==> config.mk <==
export PLATFORM = sky130hd
export DESIGN_NAME = sertx_framer
export DESIGN_NICKNAME = d
export VERILOG_FILES = /design/src/rtl/sertx_pkg.sv /design/src/rtl/sertx_ctrl.sv /design/src/rtl/sertx_dpath.sv /design/src/rtl/sertx_framer.sv
export SDC_FILE = /design/constraint.sdc
export NUM_CORES = 1
export LEC_CHECK = 0
export BUFFER_PORTS_ARGS = -buffer_cell sky130_fd_sc_hd__buf_2
export CORE_MARGIN = 2
export CORE_UTILIZATION = 54
export DETAILED_ROUTE_END_ITERATION = 8
export PLACE_DENSITY_LB_ADDON = 0.15
export RECOVER_POWER = 50
export SLEW_MARGIN = 20
export SYNTH_ARGS = -nofsm -noshare
export SYNTH_HDL_FRONTEND = slang
export SYNTH_SLANG_ARGS = --single-unit
==> constraint.sdc <==
create_clock -name clk -period 1.45 [get_ports clk]
set_input_delay 0.0725 -clock clk [delete_from_list [all_inputs] [get_ports clk]]
set_output_delay 0.0725 -clock clk [all_outputs]
set_load 0.03 [all_outputs]
==> src/rtl/sertx_pkg.sv <==
`timescale 1ns/1ps
package sertx_pkg;

  typedef enum logic [2:0] {
    PAR_NONE  = 3'd0,
    PAR_EVEN  = 3'd1,
    PAR_ODD   = 3'd2,
    PAR_MARK  = 3'd3,
    PAR_SPACE = 3'd4
  } parMode_e;

  typedef enum logic [2:0] {
    ST_IDLE,
    ST_ARM,
    ST_START,
    ST_DATA,
    ST_PARITY,
    ST_STOP
  } txState_e;

  // Strobes from control to datapath; at most one drive strobe per cycle.
  typedef struct packed {
    logic load;
    logic sendStart;
    logic sendData;
    logic sendParity;
    logic sendMark;
  } txStrobe_t;

  function automatic logic parityUsed(input logic [2:0] mode);
    return (mode == PAR_EVEN) || (mode == PAR_ODD) ||
           (mode == PAR_MARK) || (mode == PAR_SPACE);
  endfunction

endpackage

==> src/rtl/sertx_ctrl.sv <==
`timescale 1ns/1ps
module sertx_ctrl
  import sertx_pkg::*;
#(
  parameter int DATA_W = 8
) (
  input  logic             clk,
  input  logic             rstN,
  input  logic             baudTick,
  input  logic             chrValid,
  input  logic             cfgWide,
  input  logic [2:0]       cfgParity,
  input  logic             cfgTwoStop,
  output logic             chrReady,
  output txStrobe_t        strobe
);

  localparam int CNT_W = (DATA_W > 2) ? $clog2(DATA_W) : 1;
  localparam logic [CNT_W-1:0] LAST_WIDE   = CNT_W'(DATA_W - 1);
  localparam logic [CNT_W-1:0] LAST_NARROW = CNT_W'(DATA_W - 2);

  txState_e        stateQ, stateD;
  logic [CNT_W-1:0] bitCntQ, bitCntD;
  logic            wideQ, parOnQ, twoStopQ;
  logic            secondStopQ, secondStopD;
  logic [CNT_W-1:0] lastIdx;

  assign lastIdx  = wideQ ? LAST_WIDE : LAST_NARROW;
  assign chrReady = (stateQ == ST_IDLE);

  always_comb begin
    stateD      = stateQ;
    bitCntD     = bitCntQ;
    secondStopD = secondStopQ;
    strobe      = '0;
    unique case (stateQ)
      ST_IDLE: begin
        if (chrValid) begin
          strobe.load = 1'b1;
          stateD      = ST_ARM;
        end
      end
      ST_ARM: begin
        if (baudTick) begin
          strobe.sendStart = 1'b1;
          stateD           = ST_START;
        end
      end
      ST_START: begin
        if (baudTick) begin
          strobe.sendData = 1'b1;
          bitCntD         = '0;
          stateD          = ST_DATA;
        end
      end
      ST_DATA: begin
        if (baudTick) begin
          if (bitCntQ == lastIdx) begin
            secondStopD = 1'b0;
            if (parOnQ) begin
              strobe.sendParity = 1'b1;
              stateD            = ST_PARITY;
            end else begin
              strobe.sendMark = 1'b1;
              stateD          = ST_STOP;
            end
          end else begin
            strobe.sendData = 1'b1;
            bitCntD         = bitCntQ + 1'b1;
          end
        end
      end
      ST_PARITY: begin
        if (baudTick) begin
          strobe.sendMark = 1'b1;
          secondStopD     = 1'b0;
          stateD          = ST_STOP;
        end
      end
      ST_STOP: begin
        if (baudTick) begin
          strobe.sendMark = 1'b1;
          if (twoStopQ && !secondStopQ) begin
            secondStopD = 1'b1;
          end else begin
            stateD = ST_IDLE;
          end
        end
      end
      default: stateD = ST_IDLE;
    endcase
  end

  always_ff @(posedge clk) begin
    if (!rstN) begin
      stateQ      <= ST_IDLE;
      bitCntQ     <= '0;
      secondStopQ <= 1'b0;
      wideQ       <= 1'b1;
      parOnQ      <= 1'b0;
      twoStopQ    <= 1'b0;
    end else begin
      stateQ      <= stateD;
      bitCntQ     <= bitCntD;
      secondStopQ <= secondStopD;
      if (strobe.load) begin
        wideQ    <= cfgWide;
        parOnQ   <= parityUsed(cfgParity);
        twoStopQ <= cfgTwoStop;
      end
    end
  end

endmodule

==> src/rtl/sertx_dpath.sv <==
`timescale 1ns/1ps
module sertx_dpath
  import sertx_pkg::*;
#(
  parameter int DATA_W = 8
) (
  input  logic              clk,
  input  logic              rstN,
  input  txStrobe_t         strobe,
  input  logic [DATA_W-1:0] chrData,
  input  logic              cfgWide,
  input  logic [2:0]        cfgParity,
  output logic              txLine
);

  localparam int NARROW_W = DATA_W - 1;

  logic [DATA_W-1:0] shiftQ;
  logic [DATA_W-1:0] dataMasked;
  logic              parQ;
  logic              lineQ;
  logic              dataXor;
  logic              parNext;

  // The top data bit is zeroed in narrow mode so that it reaches neither the line nor the parity.
  assign dataMasked = cfgWide ? chrData : {1'b0, chrData[NARROW_W-1:0]};
  assign dataXor    = ^dataMasked;

  always_comb begin
    unique case (cfgParity)
      PAR_EVEN:  parNext = dataXor;
      PAR_ODD:   parNext = ~dataXor;
      PAR_MARK:  parNext = 1'b1;
      default:   parNext = 1'b0;
    endcase
  end

  always_ff @(posedge clk) begin
    if (!rstN) begin
      shiftQ <= '0;
      parQ   <= 1'b0;
      lineQ  <= 1'b1;
    end else begin
      if (strobe.load) begin
        shiftQ <= dataMasked;
        parQ   <= parNext;
      end
      if (strobe.sendStart) begin
        lineQ <= 1'b0;
      end else if (strobe.sendData) begin
        lineQ  <= shiftQ[0];
        shiftQ <= shiftQ >> 1;
      end else if (strobe.sendParity) begin
        lineQ <= parQ;
      end else if (strobe.sendMark) begin
        lineQ <= 1'b1;
      end
    end
  end

  assign txLine = lineQ;

endmodule

==> src/rtl/sertx_framer.sv <==
`timescale 1ns/1ps
module sertx_framer
  import sertx_pkg::*;
#(
  parameter int DATA_W = 8
) (
  input  logic              clk,
  input  logic              rstN,
  input  logic              baudTick,
  input  logic              chrValid,
  output logic              chrReady,
  input  logic [DATA_W-1:0] chrData,
  input  logic              cfgWide,
  input  logic [2:0]        cfgParity,
  input  logic              cfgTwoStop,
  output logic              txLine
);

  txStrobe_t strobe;

  sertx_ctrl #(.DATA_W(DATA_W)) u_ctrl (
    .clk        (clk),
    .rstN       (rstN),
    .baudTick   (baudTick),
    .chrValid   (chrValid),
    .cfgWide    (cfgWide),
    .cfgParity  (cfgParity),
    .cfgTwoStop (cfgTwoStop),
    .chrReady   (chrReady),
    .strobe     (strobe)
  );

  sertx_dpath #(.DATA_W(DATA_W)) u_dpath (
    .clk       (clk),
    .rstN      (rstN),
    .strobe    (strobe),
    .chrData   (chrData),
    .cfgWide   (cfgWide),
    .cfgParity (cfgParity),
    .txLine    (txLine)
  );

endmodule

==> results of run 1 <==
## cell usage in the layout, fill, tap and decap left out, drive strengths merged
cell	synthesis	layout
nand2	20	20
and3	1	1
o311ai	1	1
o41ai	1	1
dlygate4sd3	0	1
inv	4	4
nor2b	2	2
nor2	14	14
dfxtp	20	20
a21boi	2	2
mux2i	2	2
a311oi	7	7
buf	6	35
nand3	15	15
a21oi	7	7
o22ai	1	1
a31oi	2	2
xor2	2	2
o21a	3	3
nor3	5	5
o221ai	1	1
xnor2	6	6
xnor3	1	1
a211oi	2	2
nand4	1	1
ha	1	1
or3	1	1
nand2b	2	2
o21ai	5	5
o31ai	2	2
clkbuf	3	5
and3b	1	1
nand3b	1	1
## area by class of cell
class / count / area share
Inverter: 4 / 0.0116
Timing Repair Buffer: 37 / 0.168
Multi-Input combinational cell: 109 / 0.502
Sequential cell: 20 / 0.272
Clock buffer: 4 / 0.0240
Tap cell: 27 / 0.0224
## critical path, delay by kind of cell, from the launching register on
kind | cells | cell delay (ns)
compound gates | 1 | 0.31
flops | 1 | 0.34
buf+inv | 2 | 0.37
simple gates | 2 | 0.38
## power by group through the flow
stage / clock [mW] / combinational [mW] / sequential, mW
floorplan: 0 / 0.249 / 0.635
global placement: 0 / 0.355 / 0.633
detailed placement: 0 / 0.362 / 0.636
CTS: 0.339 / 0.380 / 0.626
global route: 0.361 / 0.478 / 0.637
finish: 0.339 / 0.445 / 0.633
## cell families (layout without fill, tap and decap cells)
kind of cell	Yosys count	count (layout)
xor gates and xnor gates	9	9
and+or+nand+nor	63	63
muxes	2	2
adders and majority gates	1	1
DFF	20	20
AOI/OAI and AO/OA	34	34
buffers and inverters	13	45
## state kept, by name, summed over array words and instances (netlist names)
name                cells
u_dpath.txLine          1
u_ctrl.secondStopQ      1
u_dpath.shiftQ          8
u_ctrl.bitCntQ          3
u_ctrl.twoStopQ         1
u_ctrl.wideQ            1
u_ctrl.stateQ           3
u_ctrl.parOnQ           1
u_dpath.parQ            1
## worst paths after layout
kind | startpoint | to | slack, ns
worst min register to register | u_ctrl.parOnQ$_SDFFE_PN0P_ | u_ctrl.parOnQ$_SDFFE_PN0P_ | 0.48
worst max-delay path | u_ctrl.stateQ[1]$_SDFFE_PN0P_ | u_dpath.shiftQ[3]$_SDFF_PN0_ | -0.05
worst min-delay path | cfgTwoStop | u_ctrl.twoStopQ$_SDFFE_PN0P_ | 0.007
worst max register to register | u_ctrl.stateQ[1]$_SDFFE_PN0P_ | u_dpath.shiftQ[3]$_SDFF_PN0_ | -0.05
## per-stage QoR
stage               instances  instance area [sq um]  setup slack [ns]   util  hold WS [ns]
global placement          191                   1310            0.0155  0.662         0.301
detailed placement        191                   1310          0.000924  0.662         0.307
finish                    201                   1510           -0.0516  0.761       0.00699
floorplan                 142                   1140            0.0836      -         0.144
global route              201                   1510           -0.0780  0.761        0.0191
CTS                       198                   1390          -0.00731  0.702        0.0119
## cells in the mapped netlist (all sizes together)
| master | instances |
|---|---|
| nor2 | 14 |
| xnor3 | 1 |
| a31oi | 2 |
| a211oi | 2 |
| nor2b | 2 |
| inv | 4 |
| nand2b | 2 |
| or3 | 1 |
| a21oi | 7 |
| xor2 | 2 |
| a311oi | 7 |
| o221ai | 1 |
| nor3 | 5 |
| and3b | 1 |
| a21boi | 2 |
| o41ai | 1 |
| mux2i | 2 |
| and3 | 1 |
| o31ai | 2 |
| nand4 | 1 |
| nand3 | 15 |
| buf | 6 |
| o311ai | 1 |
| o21ai | 5 |
| nand3b | 1 |
| o21a | 3 |
| xnor2 | 6 |
| nand2 | 20 |
| ha | 1 |
| o22ai | 1 |
| dfxtp | 20 |
| clkbuf | 3 |
## what timing repair did
| item | in CTS | in global routing |
|---|---|---|
| setup buffers | 1 | 3 |
| hold buffers | 1 | 0 |
| endpoints found under the hold margin | 1 | 0 |
| pin swaps | 1 | 9 |
| endpoints found under the setup margin | 5 | 13 |
| cloned | 1 | 1 |
| gates resized for setup | 6 | 24 |
## per-layer routing
layer / global-route usage / up-vias / wire length, um
met1: 0.328 / 578 / 1300
met3: 0.0364 / 13 / 211
met2: 0.411 / 50 / 1500
met4: 0.0972 / 0 / 108
li1: - / 570 / -
met5: 0 / - / 0
==> flow_metrics.py, run 1 <==
metrics = {
    "run_status": {
        "status": "finished with violations",
        "failed_checks": "setup timing",
    },
    "synth": {
        "synth_top_cell_by_area": "dfxtp_1",
        "synth_top_area_frac": 0.352,
        "synth_xor_area_frac": 0.0813,
        "synth_top_family_by_area": "simple AND/OR/NAND/NOR gates",
        "synth_area_leaders": "dfxtp_1 35%, nand2_1 6.6%, nand3_1 6.6%, a311oi_1 5.4%, nor2_1 4.6%",
        "ys_seq_area_frac": 0.352,
        "synth_area_sq_mm": 0.00114,
        "ys_warn_count": 0,
        "synth_area_per_cell_sq_um": 8.02,
        "synth_cells": 142,
        "synthAdderAreaFrac": 0.0110,
        "muxShareOfSynthArea": 0.0176,
        "synth_nets": 160,
        "synthSimpleGateAreaFrac": 0.257,
        "synth_cell_types": 36,
        "ys_ff_latch": 20,
        "synth_compound_area_frac": 0.224,
    },
    "clocking": {
        "cts-root-buf": "clkbuf_4",
        "clk_path_buf_depth": 2,
        "clkTransAtPathRegs_ns": 0.12,
        "htreeDepth": 1,
        "clkSinkCount": 20,
        "cts_buffers": 3,
        "clk_latency_ns": 0.31,
        "cts_tree": "yes",
    },
    "power_and_ir_drop": {
        "vdd.ir_drop.worst_uv": 898,
        "intPower_uw": 950,
        "power.share.clock": 0.239,
        "combPwrFrac": 0.314,
        "swShare": 0.330,
        "power_frac_seq": 0.447,
        "p_switching_uw": 468,
        "power.leakage_nw": 0.609,
        "powerDensity_mw_per_mm2": 940,
        "total_power_mw": 1.42,
    },
    "route": {
        "wl_um": 3120,
        "antenna_left": 0,
        "vias": 1211,
        "avgViaCountPerCell": 6.02,
        "firstDrtPassIters": 4,
        "drtIter0Drc": 23,
        "drc_errors": 0,
        "wl_per_cell_um": 15.5,
    },
    "setup_path": {
        "endpoint_kind": "flop",
        "crit_type": "reg -> reg",
        "crit_arrival_ns": 1.72,
        "cp_slowest_cell": "dfxtp_1",
        "worstRegToRegCells": 5,
        "worstPathMaxFanout": 14,
        "crit_chain": "buf_6 > nor3_4 > buf_2 > nand3_1 > a311oi_2",
        "worstPathRequired_ns": 1.67,
        "max_stage_delay_ns": 0.34,
        "critPathLaunchType": "flop",
    },
    "finish": {
        "area_growth_syn_to_layout_pct": 32.5,
        "area.sequential_sq_um": 410,
        "multiInputGateArea_sq_um": 757,
        "layout.nets": 193,
        "drive_above_1_share": 0.345,
        "n_fill_cell": 136,
        "diodes": 0,
    },
    "die": {
        "io_pins": 19,
        "rows": 16,
        "start_util": 0.574,
        "die_w_um": 49.9,
        "die_area_sq_mm": 0.00249,
        "coreArea_sq_mm": 0.00198,
        "die_height_um": 49.9,
    },
    "place": {
        "gp_congestion": 0.859,
        "io_buffers": 18,
        "dp_hpwl_um": 1970,
    },
    "timing": {
        "finalSetupViolCount": 3,
        "finClkSkew_ns": 0.00192,
        "max_slew_margin": 0.655,
        "fmax_ghz": 0.666,
        "worstMarginPinSlew_ns": 0.517,
        "fin_setup_tns_ns": -0.0652,
        "setup_slack_ns": -0.0516,
        "hold_viol_final": 0,
        "rsz0062_at_grt": "true",
        "finalCritPeriodShare": 1.04,
        "min_period_ns": 1.50,
        "maxSlewViolCount": 0,
    },
    "global_routing": {
        "grt_max_degree": 15,
        "track_usage": 0.250,
        "grt_pass1_wl_um": 4760,
        "overflow": 0,
        "grt_pass1_vias": 1076,
        "antenna_found_initial": 0,
    },
    "flow_run": {
        "drv_cap": 0,
    },
    "hold_path": {
        "holdPathStages": 3,
        "worstHoldPathType": "in -> reg",
    },
}
Note: power is estimated with default switching activity, not from simulation.
==> run 2: changes to the inputs <==
- CORE_MARGIN: 2 -> 4
- PLACE_DENSITY: default -> 0.77
- PLACE_DENSITY_LB_ADDON: 0.15 -> default
==> flow_metrics.py, run 2 (synthesis results as in run 1) <==
metrics = {
    "run_status": {
        "status": "completed",
    },
    "route": {
        "firstDrtPassIters": 4,
        "wl_per_cell_um": 14.5,
        "wl_um": 2860,
        "vias": 1149,
        "avgViaCountPerCell": 5.80,
        "antenna_left": 0,
        "drc_errors": 0,
        "drtIter0Drc": 29,
    },
    "setup_path": {
        "cp_slowest_cell": "dfxtp_2",
        "endpoint_kind": "flop",
        "rr_startpoint": "u_ctrl.wideQ$_SDFFE_PN1P_",
        "crit_family": "flip-flops",
        "critPathLaunchType": "flop",
        "worstRegToRegCells": 5,
        "regToRegSetupSlack_ns": 0.04,
        "max_stage_delay_ns": 0.40,
        "critPathBufInv": 1,
        "worstPathRequired_ns": 1.69,
        "crit_arrival_ns": 1.66,
        "crit_chain": "xor2_2 > o31ai_4 > buf_12 > or3_4 > a21oi_2",
        "r2r_end": "u_ctrl.bitCntQ[1]$_SDFFE_PN0P_",
        "crit_type": "reg -> reg",
        "worstPathMaxFanout": 19,
    },
    "power_and_ir_drop": {
        "p_switching_uw": 445,
        "power.share.clock": 0.306,
        "swShare": 0.293,
        "power_frac_seq": 0.416,
        "vdd.ir_drop.worst_uv": 682,
        "power.leakage_nw": 0.606,
        "combPwrFrac": 0.277,
        "intPower_mw": 1.07,
        "powerDensity_mw_per_mm2": 1020,
    },
    "finish": {
        "drive_above_1_share": 0.327,
        "top_register": "u_dpath.shiftQ",
        "n_fill_cell": 157,
        "layout.nets": 190,
        "utilization": 0.748,
        "diodes": 0,
        "area_growth_syn_to_layout_pct": 30.2,
        "layout_commonest_cell": "nand2_1",
        "layout_common_cells": "19 x nand2_1, 17 x buf_2, 14 x nor2_1, 14 x nand3_1, 13 x dfxtp_1",
        "top_regs": "u_dpath.shiftQ: 8 flops, u_ctrl.bitCntQ: 3 flops, u_ctrl.stateQ: 3 flops",
        "largest_reg_flops": 8,
        "final_cells": 198,
    },
    "hold_path": {
        "min_to": "u_ctrl.wideQ$_SDFFE_PN1P_",
        "worstHoldPathType": "in -> reg",
        "hp-start": "cfgWide",
        "holdPathStages": 3,
    },
    "timing": {
        "finalCritPeriodShare": 0.974,
        "fmax_ghz": 0.708,
        "rsz0062_at_grt": "true",
        "fin_setup_tns_ns": 0,
        "finClkSkew_ns": 0.0104,
        "min_period_ns": 1.41,
        "worstMarginPinSlew_ns": 0.524,
        "max_slew_margin": 0.650,
        "hold_viol_final": 0,
        "maxSlewViolCount": 0,
        "finalSetupViolCount": 0,
    },
    "global_routing": {
        "grt_pass1_vias": 1022,
        "antenna_found_initial": 0,
        "grt_pass1_wl_um": 4660,
        "grt_max_degree": 20,
        "track_usage": 0.222,
        "overflow": 0,
    },
    "die": {
        "start_util": 0.574,
        "die_height_um": 53.9,
        "io_pins": 19,
        "die_area_sq_mm": 0.00291,
        "die_w_um": 53.9,
        "rows": 16,
        "coreArea_sq_mm": 0.00198,
    },
    "clocking": {
        "cts_buffers": 3,
        "cts_tree": "yes",
        "htreeDepth": 1,
        "clkSinkCount": 20,
        "cts-root-buf": "clkbuf_4",
        "clk_path_buf_depth": 2,
        "clkTransAtPathRegs_ns": 0.12,
        "clk_latency_ns": 0.31,
    },
    "place": {
        "gp_congestion": 0.785,
        "dp.cells": 189,
        "dp_hpwl_um": 2030,
        "io_buffers": 18,
    },
    "flow_run": {
        "drv_cap": 0,
    },
}
[run 2: timing repair]
action	4_1_cts	5_1_grt
pin swaps	0	2
gates resized for setup	5	19
hold endpoints to repair	2	0
setup buffers	1	1
hold buffers	2	0
cloned	0	1
endpoints found under the setup margin	4	10
[run 2: per-layer routing]
metal  up-vias  wire length [um]  global-route usage  part of all wire
met1       543              1210               0.291              0.42
met2        34              1470               0.369              0.51
met4         0                39              0.0851             0.014
met3         6               146              0.0277             0.051
li1        566                 -                   -                 -
met5         -                 0                   0                 0
[run 2: worst max-delay path by stage]
stage,start,to,slack [ns],cells past startpoint
2_1_floorplan,u_ctrl.stateQ[2]$_SDFFE_PN0P_,u_dpath.shiftQ[0]$_SDFF_PN0_,0.08,5
3_3_place_gp,u_ctrl.wideQ$_SDFFE_PN1P_,u_ctrl.bitCntQ[1]$_SDFFE_PN0P_,0.04,5
3_5_place_dp,u_ctrl.bitCntQ[0]$_SDFFE_PN0P_,u_ctrl.bitCntQ[1]$_SDFFE_PN0P_,-0.02,5
4_1_cts,u_ctrl.stateQ[2]$_SDFFE_PN0P_,chrReady,0.02,4
5_1_grt,u_ctrl.bitCntQ[0]$_SDFFE_PN0P_,u_ctrl.secondStopQ$_SDFFE_PN0P_,-0.05,6
6_report,u_ctrl.wideQ$_SDFFE_PN1P_,u_ctrl.bitCntQ[1]$_SDFFE_PN0P_,0.04,5
[run 2: layout make-up]
cell class / instances / area (sq um) / share of cell area
Tap cell: 27 / 33.8 / 0.0228
Multi-Input combinational cell: 109 / 729 / 0.492
Sequential cell: 20 / 412 / 0.278
Clock buffer: 3 / 22.5 / 0.0152
Inverter: 4 / 17.5 / 0.0118
Timing Repair Buffer: 34 / 238 / 0.160
Clock inverter: 1 / 30.0 / 0.0203
[run 2: worst min-delay path, stage by stage]
cell	delay [ns]
buf_2	0.09
nand3_1	0.06
nand3_1	0.08
[run 2: power groups by stage]
stage | clock, mW | sequential [mW] | combinational, mW
2_1_floorplan | 0 | 0.635 | 0.249
3_5_place_dp | 0 | 0.639 | 0.361
6_report | 0.465 | 0.632 | 0.421
4_1_cts | 0.465 | 0.630 | 0.381
3_3_place_gp | 0 | 0.636 | 0.346
5_1_grt | 0.493 | 0.638 | 0.459
[run 2: metrics by stage]
stage | power [mW] | worst slack (ns) | instance area (sq um) | hold WS, ns
finish | 1.52 | 0.0372 | 1480 | 0.00686
global route | 1.59 | -0.0480 | 1480 | 0.00867
CTS | 1.48 | 0.0176 | 1410 | 0.00683
detailed placement | 1.00 | -0.0153 | 1310 | 0.304
global placement | 0.982 | 0.0417 | 1310 | 0.302
floorplan | 0.884 | 0.0836 | 1140 | 0.144
